[src/rtl/vr_seq_pkg.sv]
package vr_seq_pkg;

  typedef enum logic [1:0] {
    PH_LOW = 2'b00,
    PH_MID = 2'b01,
    PH_ACT = 2'b10
  } ph_mode_t;

  typedef enum logic [2:0] {
    ST_RESET,
    ST_OFF,
    ST_CAL,
    ST_WAIT_DRV,
    ST_SOFT,
    ST_RUN,
    ST_FLT_OV,
    ST_FLT_OC
  } seq_state_t;

endpackage

[src/rtl/vr_seq_delay.sv]
// Saturating run-length counter: done while run has been high for LIMIT edges.
module vr_seq_delay #(
  parameter int LIMIT = 16
) (
  input  logic clk,
  input  logic rst_n,
  input  logic run_i,
  output logic done_o
);
  localparam int W = (LIMIT > 1) ? $clog2(LIMIT) : 1;
  localparam logic [W-1:0] LAST = W'(LIMIT - 1);

  logic [W-1:0] cnt_q;

  always_ff @(posedge clk) begin
    if (!rst_n)            cnt_q <= '0;
    else if (!run_i)       cnt_q <= '0;
    else if (cnt_q != LAST) cnt_q <= cnt_q + 1'b1;
  end

  assign done_o = run_i && (cnt_q == LAST);

  // a stopped run always restarts the count from zero
  a_r9_restart: assert property (@(posedge clk) disable iff (!rst_n)
    !run_i |=> (cnt_q == '0));

endmodule

[src/rtl/vr_seq_phase.sv]
// Per-phase three-level mode with first-pulse release during soft start.
module vr_seq_phase
  import vr_seq_pkg::*;
(
  input  logic     clk,
  input  logic     rst_n,
  input  logic     soft_i,
  input  logic     run_i,
  input  logic     fault_i,
  input  logic     pulse_i,
  output ph_mode_t mode_o
);
  logic armed_q;

  always_ff @(posedge clk) begin
    if (!rst_n)                 armed_q <= 1'b0;
    else if (!(soft_i || run_i)) armed_q <= 1'b0;
    else if (pulse_i)           armed_q <= 1'b1;
  end

  always_comb begin
    if (fault_i)                             mode_o = PH_LOW;
    else if (run_i)                          mode_o = PH_ACT;
    else if (soft_i && (armed_q || pulse_i)) mode_o = PH_ACT;
    else                                     mode_o = PH_MID;
  end

  // once released in soft start, a phase stays active
  a_r4_stay_active: assert property (@(posedge clk) disable iff (!rst_n)
    (soft_i && $past(soft_i) && $past(mode_o == PH_ACT)) |-> (mode_o == PH_ACT));

endmodule

[src/rtl/vr_seq_ctrl.sv]
module vr_seq_ctrl
  import vr_seq_pkg::*;
#(
  parameter int NPH     = 3,
  parameter int CAL_CYC = 875000,
  parameter int DRV_CYC = 625000,
  parameter int OC_CYC  = 12500
) (
  input  logic           clk,
  input  logic           rst_n,
  input  logic           supply_ok_i,
  input  logic           en_i,
  input  logic           dron_i,
  input  logic           ss_done_i,
  input  logic [NPH-1:0] pwm_i,
  input  logic           ov_abs_i,
  input  logic           ov_dac_i,
  input  logic           uv_i,
  input  logic           oc100_i,
  input  logic           oc150_i,
  output logic [2*NPH-1:0] pwm_mode_o,
  output logic           drv_en_o,
  output logic           ready_o,
  output logic           ov_flag_o,
  output logic           oc_flag_o
);
  localparam logic [2*NPH-1:0] ALL_MID = {NPH{2'b01}};

  seq_state_t st_q, st_d;
  logic active, in_soft, in_run, in_fault;
  logic cal_done, drv_done, oc_done;
  logic drv_q;

  assign active   = (st_q != ST_RESET) && (st_q != ST_OFF);
  assign in_soft  = (st_q == ST_SOFT);
  assign in_run   = (st_q == ST_RUN);
  assign in_fault = (st_q == ST_FLT_OV) || (st_q == ST_FLT_OC);

  vr_seq_delay #(.LIMIT(CAL_CYC)) u_cal (
    .clk(clk), .rst_n(rst_n), .run_i(st_q == ST_CAL), .done_o(cal_done));

  vr_seq_delay #(.LIMIT(DRV_CYC)) u_drv (
    .clk(clk), .rst_n(rst_n), .run_i(active), .done_o(drv_done));

  vr_seq_delay #(.LIMIT(OC_CYC)) u_oc (
    .clk(clk), .rst_n(rst_n), .run_i((in_soft || in_run) && oc100_i), .done_o(oc_done));

  always_comb begin
    st_d = st_q;
    unique case (st_q)
      ST_RESET:    if (supply_ok_i) st_d = ST_OFF;
      ST_OFF:      if (en_i) st_d = ST_CAL;
      ST_CAL:      if (cal_done) st_d = ST_WAIT_DRV;
      ST_WAIT_DRV: if (dron_i) st_d = ST_SOFT;
      ST_SOFT: begin
        if (ov_abs_i)                st_d = ST_FLT_OV;
        else if (oc150_i || oc_done) st_d = ST_FLT_OC;
        else if (ss_done_i)          st_d = ST_RUN;
      end
      ST_RUN: begin
        if (ov_dac_i)                st_d = ST_FLT_OV;
        else if (oc150_i || oc_done) st_d = ST_FLT_OC;
      end
      default: st_d = st_q;
    endcase
    if (!en_i && (st_q != ST_RESET)) st_d = ST_OFF;
    if (!supply_ok_i)                st_d = ST_RESET;
  end

  always_ff @(posedge clk) begin
    if (!rst_n) begin
      st_q  <= ST_RESET;
      drv_q <= 1'b0;
    end else begin
      st_q  <= st_d;
      drv_q <= drv_done && en_i && supply_ok_i;
    end
  end

  ph_mode_t ph_mode [NPH];

  for (genvar g = 0; g < NPH; g++) begin : g_phase
    vr_seq_phase u_phase (
      .clk(clk), .rst_n(rst_n), .soft_i(in_soft), .run_i(in_run),
      .fault_i(in_fault), .pulse_i(pwm_i[g]), .mode_o(ph_mode[g]));
    assign pwm_mode_o[2*g +: 2] = ph_mode[g];
  end

  assign drv_en_o  = drv_q;
  assign ready_o   = in_run && !uv_i;
  assign ov_flag_o = (st_q == ST_FLT_OV);
  assign oc_flag_o = (st_q == ST_FLT_OC);

  // a low enable leaves every phase mid and the driver released
  a_r1_off_mid: assert property (@(posedge clk) disable iff (!rst_n)
    !en_i |=> (pwm_mode_o == ALL_MID) && !drv_en_o && !ready_o);

  // over-voltage shutdown holds while enable and supply stay high
  a_r7_ov_hold: assert property (@(posedge clk) disable iff (!rst_n)
    (ov_flag_o && en_i && supply_ok_i) |=> ov_flag_o);

  // any shutdown forces low-side on and no ready
  a_r7_fault_low: assert property (@(posedge clk) disable iff (!rst_n)
    (ov_flag_o || oc_flag_o) |-> (pwm_mode_o == '0) && !ready_o);

  // an over-current shutdown needs a current flag the cycle before
  a_r9_oc_cause: assert property (@(posedge clk) disable iff (!rst_n)
    $rose(oc_flag_o) |-> $past(oc100_i || oc150_i));

  // ready never stands with under-voltage present
  a_r10_uv_ready: assert property (@(posedge clk) disable iff (!rst_n)
    ready_o |-> !uv_i && drv_en_o);

  // supply loss clears every latch
  a_r11_supply: assert property (@(posedge clk) disable iff (!rst_n)
    !supply_ok_i |=> !ov_flag_o && !oc_flag_o && (pwm_mode_o == ALL_MID));

  // simultaneous trip picks over-voltage
  a_r12_ov_first: assert property (@(posedge clk) disable iff (!rst_n)
    (in_run && ov_dac_i && oc150_i && en_i && supply_ok_i) |=> ov_flag_o && !oc_flag_o);

endmodule

[config.mk]
export PLATFORM = sky130hd
export DESIGN_NAME = vr_seq_ctrl
export DESIGN_NICKNAME = d
export VERILOG_FILES = /design/src/rtl/vr_seq_pkg.sv /design/src/rtl/vr_seq_delay.sv /design/src/rtl/vr_seq_phase.sv /design/src/rtl/vr_seq_ctrl.sv
export SDC_FILE = /design/constraint.sdc
export NUM_CORES = 1
export LEC_CHECK = 0
export ABC_AREA = 1
export CAP_MARGIN = 20
export CELL_PAD_IN_SITES_DETAIL_PLACEMENT = 1
export CELL_PAD_IN_SITES_GLOBAL_PLACEMENT = 1
export CORE_ASPECT_RATIO = 1.2
export CORE_MARGIN = 2
export CORE_UTILIZATION = 39
export CTS_BUF_LIST = sky130_fd_sc_hd__clkbuf_2 sky130_fd_sc_hd__clkbuf_4 sky130_fd_sc_hd__clkbuf_8
export CTS_CLUSTER_DIAMETER = 40
export DETAILED_ROUTE_END_ITERATION = 6
export GPL_TIMING_DRIVEN = 0
export PLACE_DENSITY_LB_ADDON = 0.15
export SETUP_SLACK_MARGIN = 0.3
export SYNTH_ARGS = -nofsm -noshare
export SYNTH_HDL_FRONTEND = slang
export SYNTH_SLANG_ARGS = --single-unit
[constraint.sdc]
create_clock -name clk -period 1.4 [get_ports clk]
set_input_delay 0.28 -clock clk [delete_from_list [all_inputs] [get_ports clk]]
set_output_delay 0.28 -clock clk [all_outputs]
set_load 0.1 [all_outputs]
==> impl_metrics.py <==
metrics = {
    "run_status": {
        "status": "complete, but fails checks",
        "violations": "setup timing",
    },
    "job": {
        "max-cap-violations": 0,
    },
    "logic_synthesis": {
        "yosysMostFrequentCell": "nand2_1",
        "ys_seq_area_share_pct": 38.85,
        "synth_top_area_share_pct": 38.85,
        "ys.warnings.count": 0,
        "netlist_instances": 471,
        "syn_area_mm2": 0.003143,
        "syn_nets": 488,
        "synthTopCellsByArea": "dfxtp_1, nand2_1, inv_1",
        "async_flop_share_pct": 0,
        "synth_edf_count": 0,
        "ys.flop_type": "dfxtp_1",
        "yosys.area.top_type": "dfxtp_1",
        "avgSynthCellArea_um2": 6.673,
        "synth.distinct_cells": 32,
        "synth-seq-cells": 61,
        "synth_top_cells_by_count": "nand2_1, inv_1, nor2_1",
    },
    "clock_network": {
        "clkTransAtPathRegs_ns": 0.08,
        "numCtsBuffers": 9,
        "clock_path_buffers": 2,
        "clk_latency_ns": 0.37,
        "root_buffer": "clkbuf_8",
        "h-tree-depth": 3,
        "cts_tree": "built",
        "cts.sinks": 61,
    },
    "detailed_routing": {
        "dr.pass1.iters": 4,
        "viasPerCell": 5.548,
        "vias": 3595,
        "drt_iter0_drc": 115,
        "drt-total-wl_um": 12270,
        "wl_per_cell_um": 18.93,
        "drc": 0,
        "antenna_left": 0,
    },
    "grt": {
        "grt.busiest_layer": "met2",
        "antenna_found_initial": 0,
        "track_usage_pct": 25.37,
        "grt_use_met2_pct": 46.45,
        "use_met1_pct": 28.24,
        "gr-total-overflow": 0,
        "grt_pass1_wl_um": 17560,
        "grt_max_degree": 12,
        "grt_use_met3_pct": 6.058,
        "grt_pass1_vias": 3697,
    },
    "timing": {
        "report.final.slew_viol_count": 0,
        "hold_viol": 0,
        "setup_ws_ns": -0.3969,
        "slew_headroom_pct": 75.22,
        "worst_slew_pin_slew_ns": 0.3713,
        "fin_crit_sh_pct": 128.4,
        "period_needed_ns": 1.797,
        "setup_viol": 64,
        "rsz0062_at_grt": "true",
        "hold-worst-slack_ns": 0.4683,
        "finClkSkew_ns": 0.01230,
        "fmaxAchievable_mhz": 556.5,
    },
    "critical_path": {
        "crit-reg2reg-launch": "st_q[1]",
        "worstPathArrival_ns": 1.52,
        "cp.required_ns": 1.12,
        "path_class": "register to output pin",
        "cp-endpoint": "pwm_mode_o[0]",
        "r2r_cells": 12,
        "critPathLaunch": "st_q[1]",
        "path_max_fanout": 4,
        "crit_path_start_kind": "register",
        "r2r-end": "st_q[1]",
        "ff2ff_setup_slack_ns": -0.35,
        "crit_path_end_kind": "output pin",
    },
    "place": {
        "dp_hpwl_um": 6299,
        "port_buffers": 23,
        "place_area_mm2": 0.003821,
        "place_congestion": 0.8021,
    },
    "die": {
        "io_pins": 24,
        "rows": 35,
        "die_h_um": 102.3,
        "start_util_pct": 40.55,
        "coreArea_mm2": 0.007751,
        "dieArea_mm2": 0.008796,
        "fp.dieW_um": 85.95,
    },
    "power": {
        "powerDensity_mw_per_mm2": 830.8,
        "clock_power_share_pct": 45.2,
        "seqPwrFrac_pct": 43.3,
        "p_leak_uw": 0.001889,
        "max-vdd-ir-drop_mv": 0.6217,
        "power.switching_uw": 1119,
        "swShare_pct": 27.53,
        "p_int_uw": 2945,
        "combinationalPowerShare_pct": 11.5,
    },
    "worst_hold_path": {
        "hold_depth": 1,
        "min_path_type": "register to register",
    },
    "cells_and_area": {
        "layout-drive-gt1-share_pct": 40.65,
        "fin_area_mm2": 0.004891,
        "area_growth_pct": 55.61,
        "antenna_cells": 0,
        "fin_util_pct": 63.10,
        "num-nets-final": 568,
    },
}
==> sequential cells by signal (all words and copies together) (netlist names) <==
signal,count
u_cal.cnt_q,20
u_drv.cnt_q,20
u_oc.cnt_q,14
g_phase.u_phase.armed_q,3
drv_en_o,1
st_q,3
==> how the worst min path moves through the flow <==
stage                          startpoint  slack (ns)         endpoint
after detailed placement  u_drv.cnt_q[16]        0.47  u_drv.cnt_q[16]
after global placement    u_drv.cnt_q[16]        0.46  u_drv.cnt_q[16]
after global routing        u_oc.cnt_q[0]        0.49    u_oc.cnt_q[0]
final                       u_oc.cnt_q[0]        0.47    u_oc.cnt_q[0]
after floorplan                      en_i        0.43         drv_en_o
after CTS                   u_oc.cnt_q[0]        0.47    u_oc.cnt_q[0]
==> per-layer routing <==
layer	vias up	share of wire, %
li1	1695	-
met1	1763	38
met2	103	55
met3	34	4.1
met4	0	3.1
met5	-	0
==> cell families (layout without fill, tap and decap cells) <==
family / count (synthesis) / after routing / synth area share, %
adder cells (fa/ha/maj): 3 / 3 / 1.194
flip-flops: 61 / 61 / 38.85
AND/OR/NAND/NOR: 231 / 231 / 33.80
AO/OA/AOI/OAI: 83 / 83 / 14.05
buffers and inverters: 88 / 173 / 10.71
XOR/XNOR: 5 / 5 / 1.393
==> power groups by stage <==
stage / combinational (µW) / clock, µW / sequential, µW
after floorplan: 232 / 0 / 1800
after global placement: 323 / 0 / 1800
after detailed placement: 328 / 0 / 1810
after CTS: 397 / 1840 / 1760
after global routing: 491 / 1940 / 1760
final: 466 / 1840 / 1760
==> layout by cell type, fill, tap and decap left out, types with 3 or more instances in the layout <==
master	n
nor3_1	11
a31oi_4	3
nand3_2	8
nand3_1	10
inv_1	66
nand2_1	56
o21ai_0	7
a21oi_2	4
o21ai_1	18
dfxtp_2	15
o21ai_2	4
a21oi_1	37
ha_4	3
a31oi_1	5
nor3_4	4
nand2_4	11
dfxtp_4	14
clkdlybuf4s50_1	13
nor2_1	48
inv_2	12
clkbuf_8	10
nand3_4	5
buf_8	3
buf_12	9
nor4_2	5
inv_4	6
nor3_2	5
dfxtp_1	32
buf_4	38
clkinv_4	3
nor2_2	10
buf_6	9
xor2_1	4
nand2_2	14
nor2_4	18
nand4_1	16
==> final cells by class <==
cell class	count	area (µm²)
Multi-Input combinational cell	322	2177
Tap cell	92	115.1
Sequential cell	61	1292
Buffer	3	37.54
Clock inverter	6	85.08
Inverter	85	341.6
Timing Repair Buffer	69	704.4
Fill cell	925	2860
Clock buffer	10	137.6
==> critical path, cell delays in order (launching register included) <==
cell and delay [ns]:
dfxtp_2 0.36, inv_4 0.09, nand2_4 0.07, nor2_4 0.12, inv_4 0.08, a31oi_4 0.20, nor2_4 0.07, buf_12 0.16
==> metrics by stage <==
stage	power [µW]	instances	setup WS, ns	TNS, ns
floorplan	2033	471	-0.4984	-2.658
global placement	2128	586	-1.062	-15.83
detailed placement	2134	586	-1.079	-17.50
CTS	3999	632	-0.3510	-5.568
global route	4195	648	-0.5234	-17.54
finish	4063	648	-0.3969	-9.865
==> repair_timing <==
item / 4_1_cts / 5_1_grt
hold buffers: 0 / 0
resized for setup: 159 / 38
hold endpoints to repair: 0 / 0
pin swaps: 24 / 18
buffers inserted: 30 / 16
setup endpoints to repair: 69 / 71
Power figures use the tool's default switching activity.
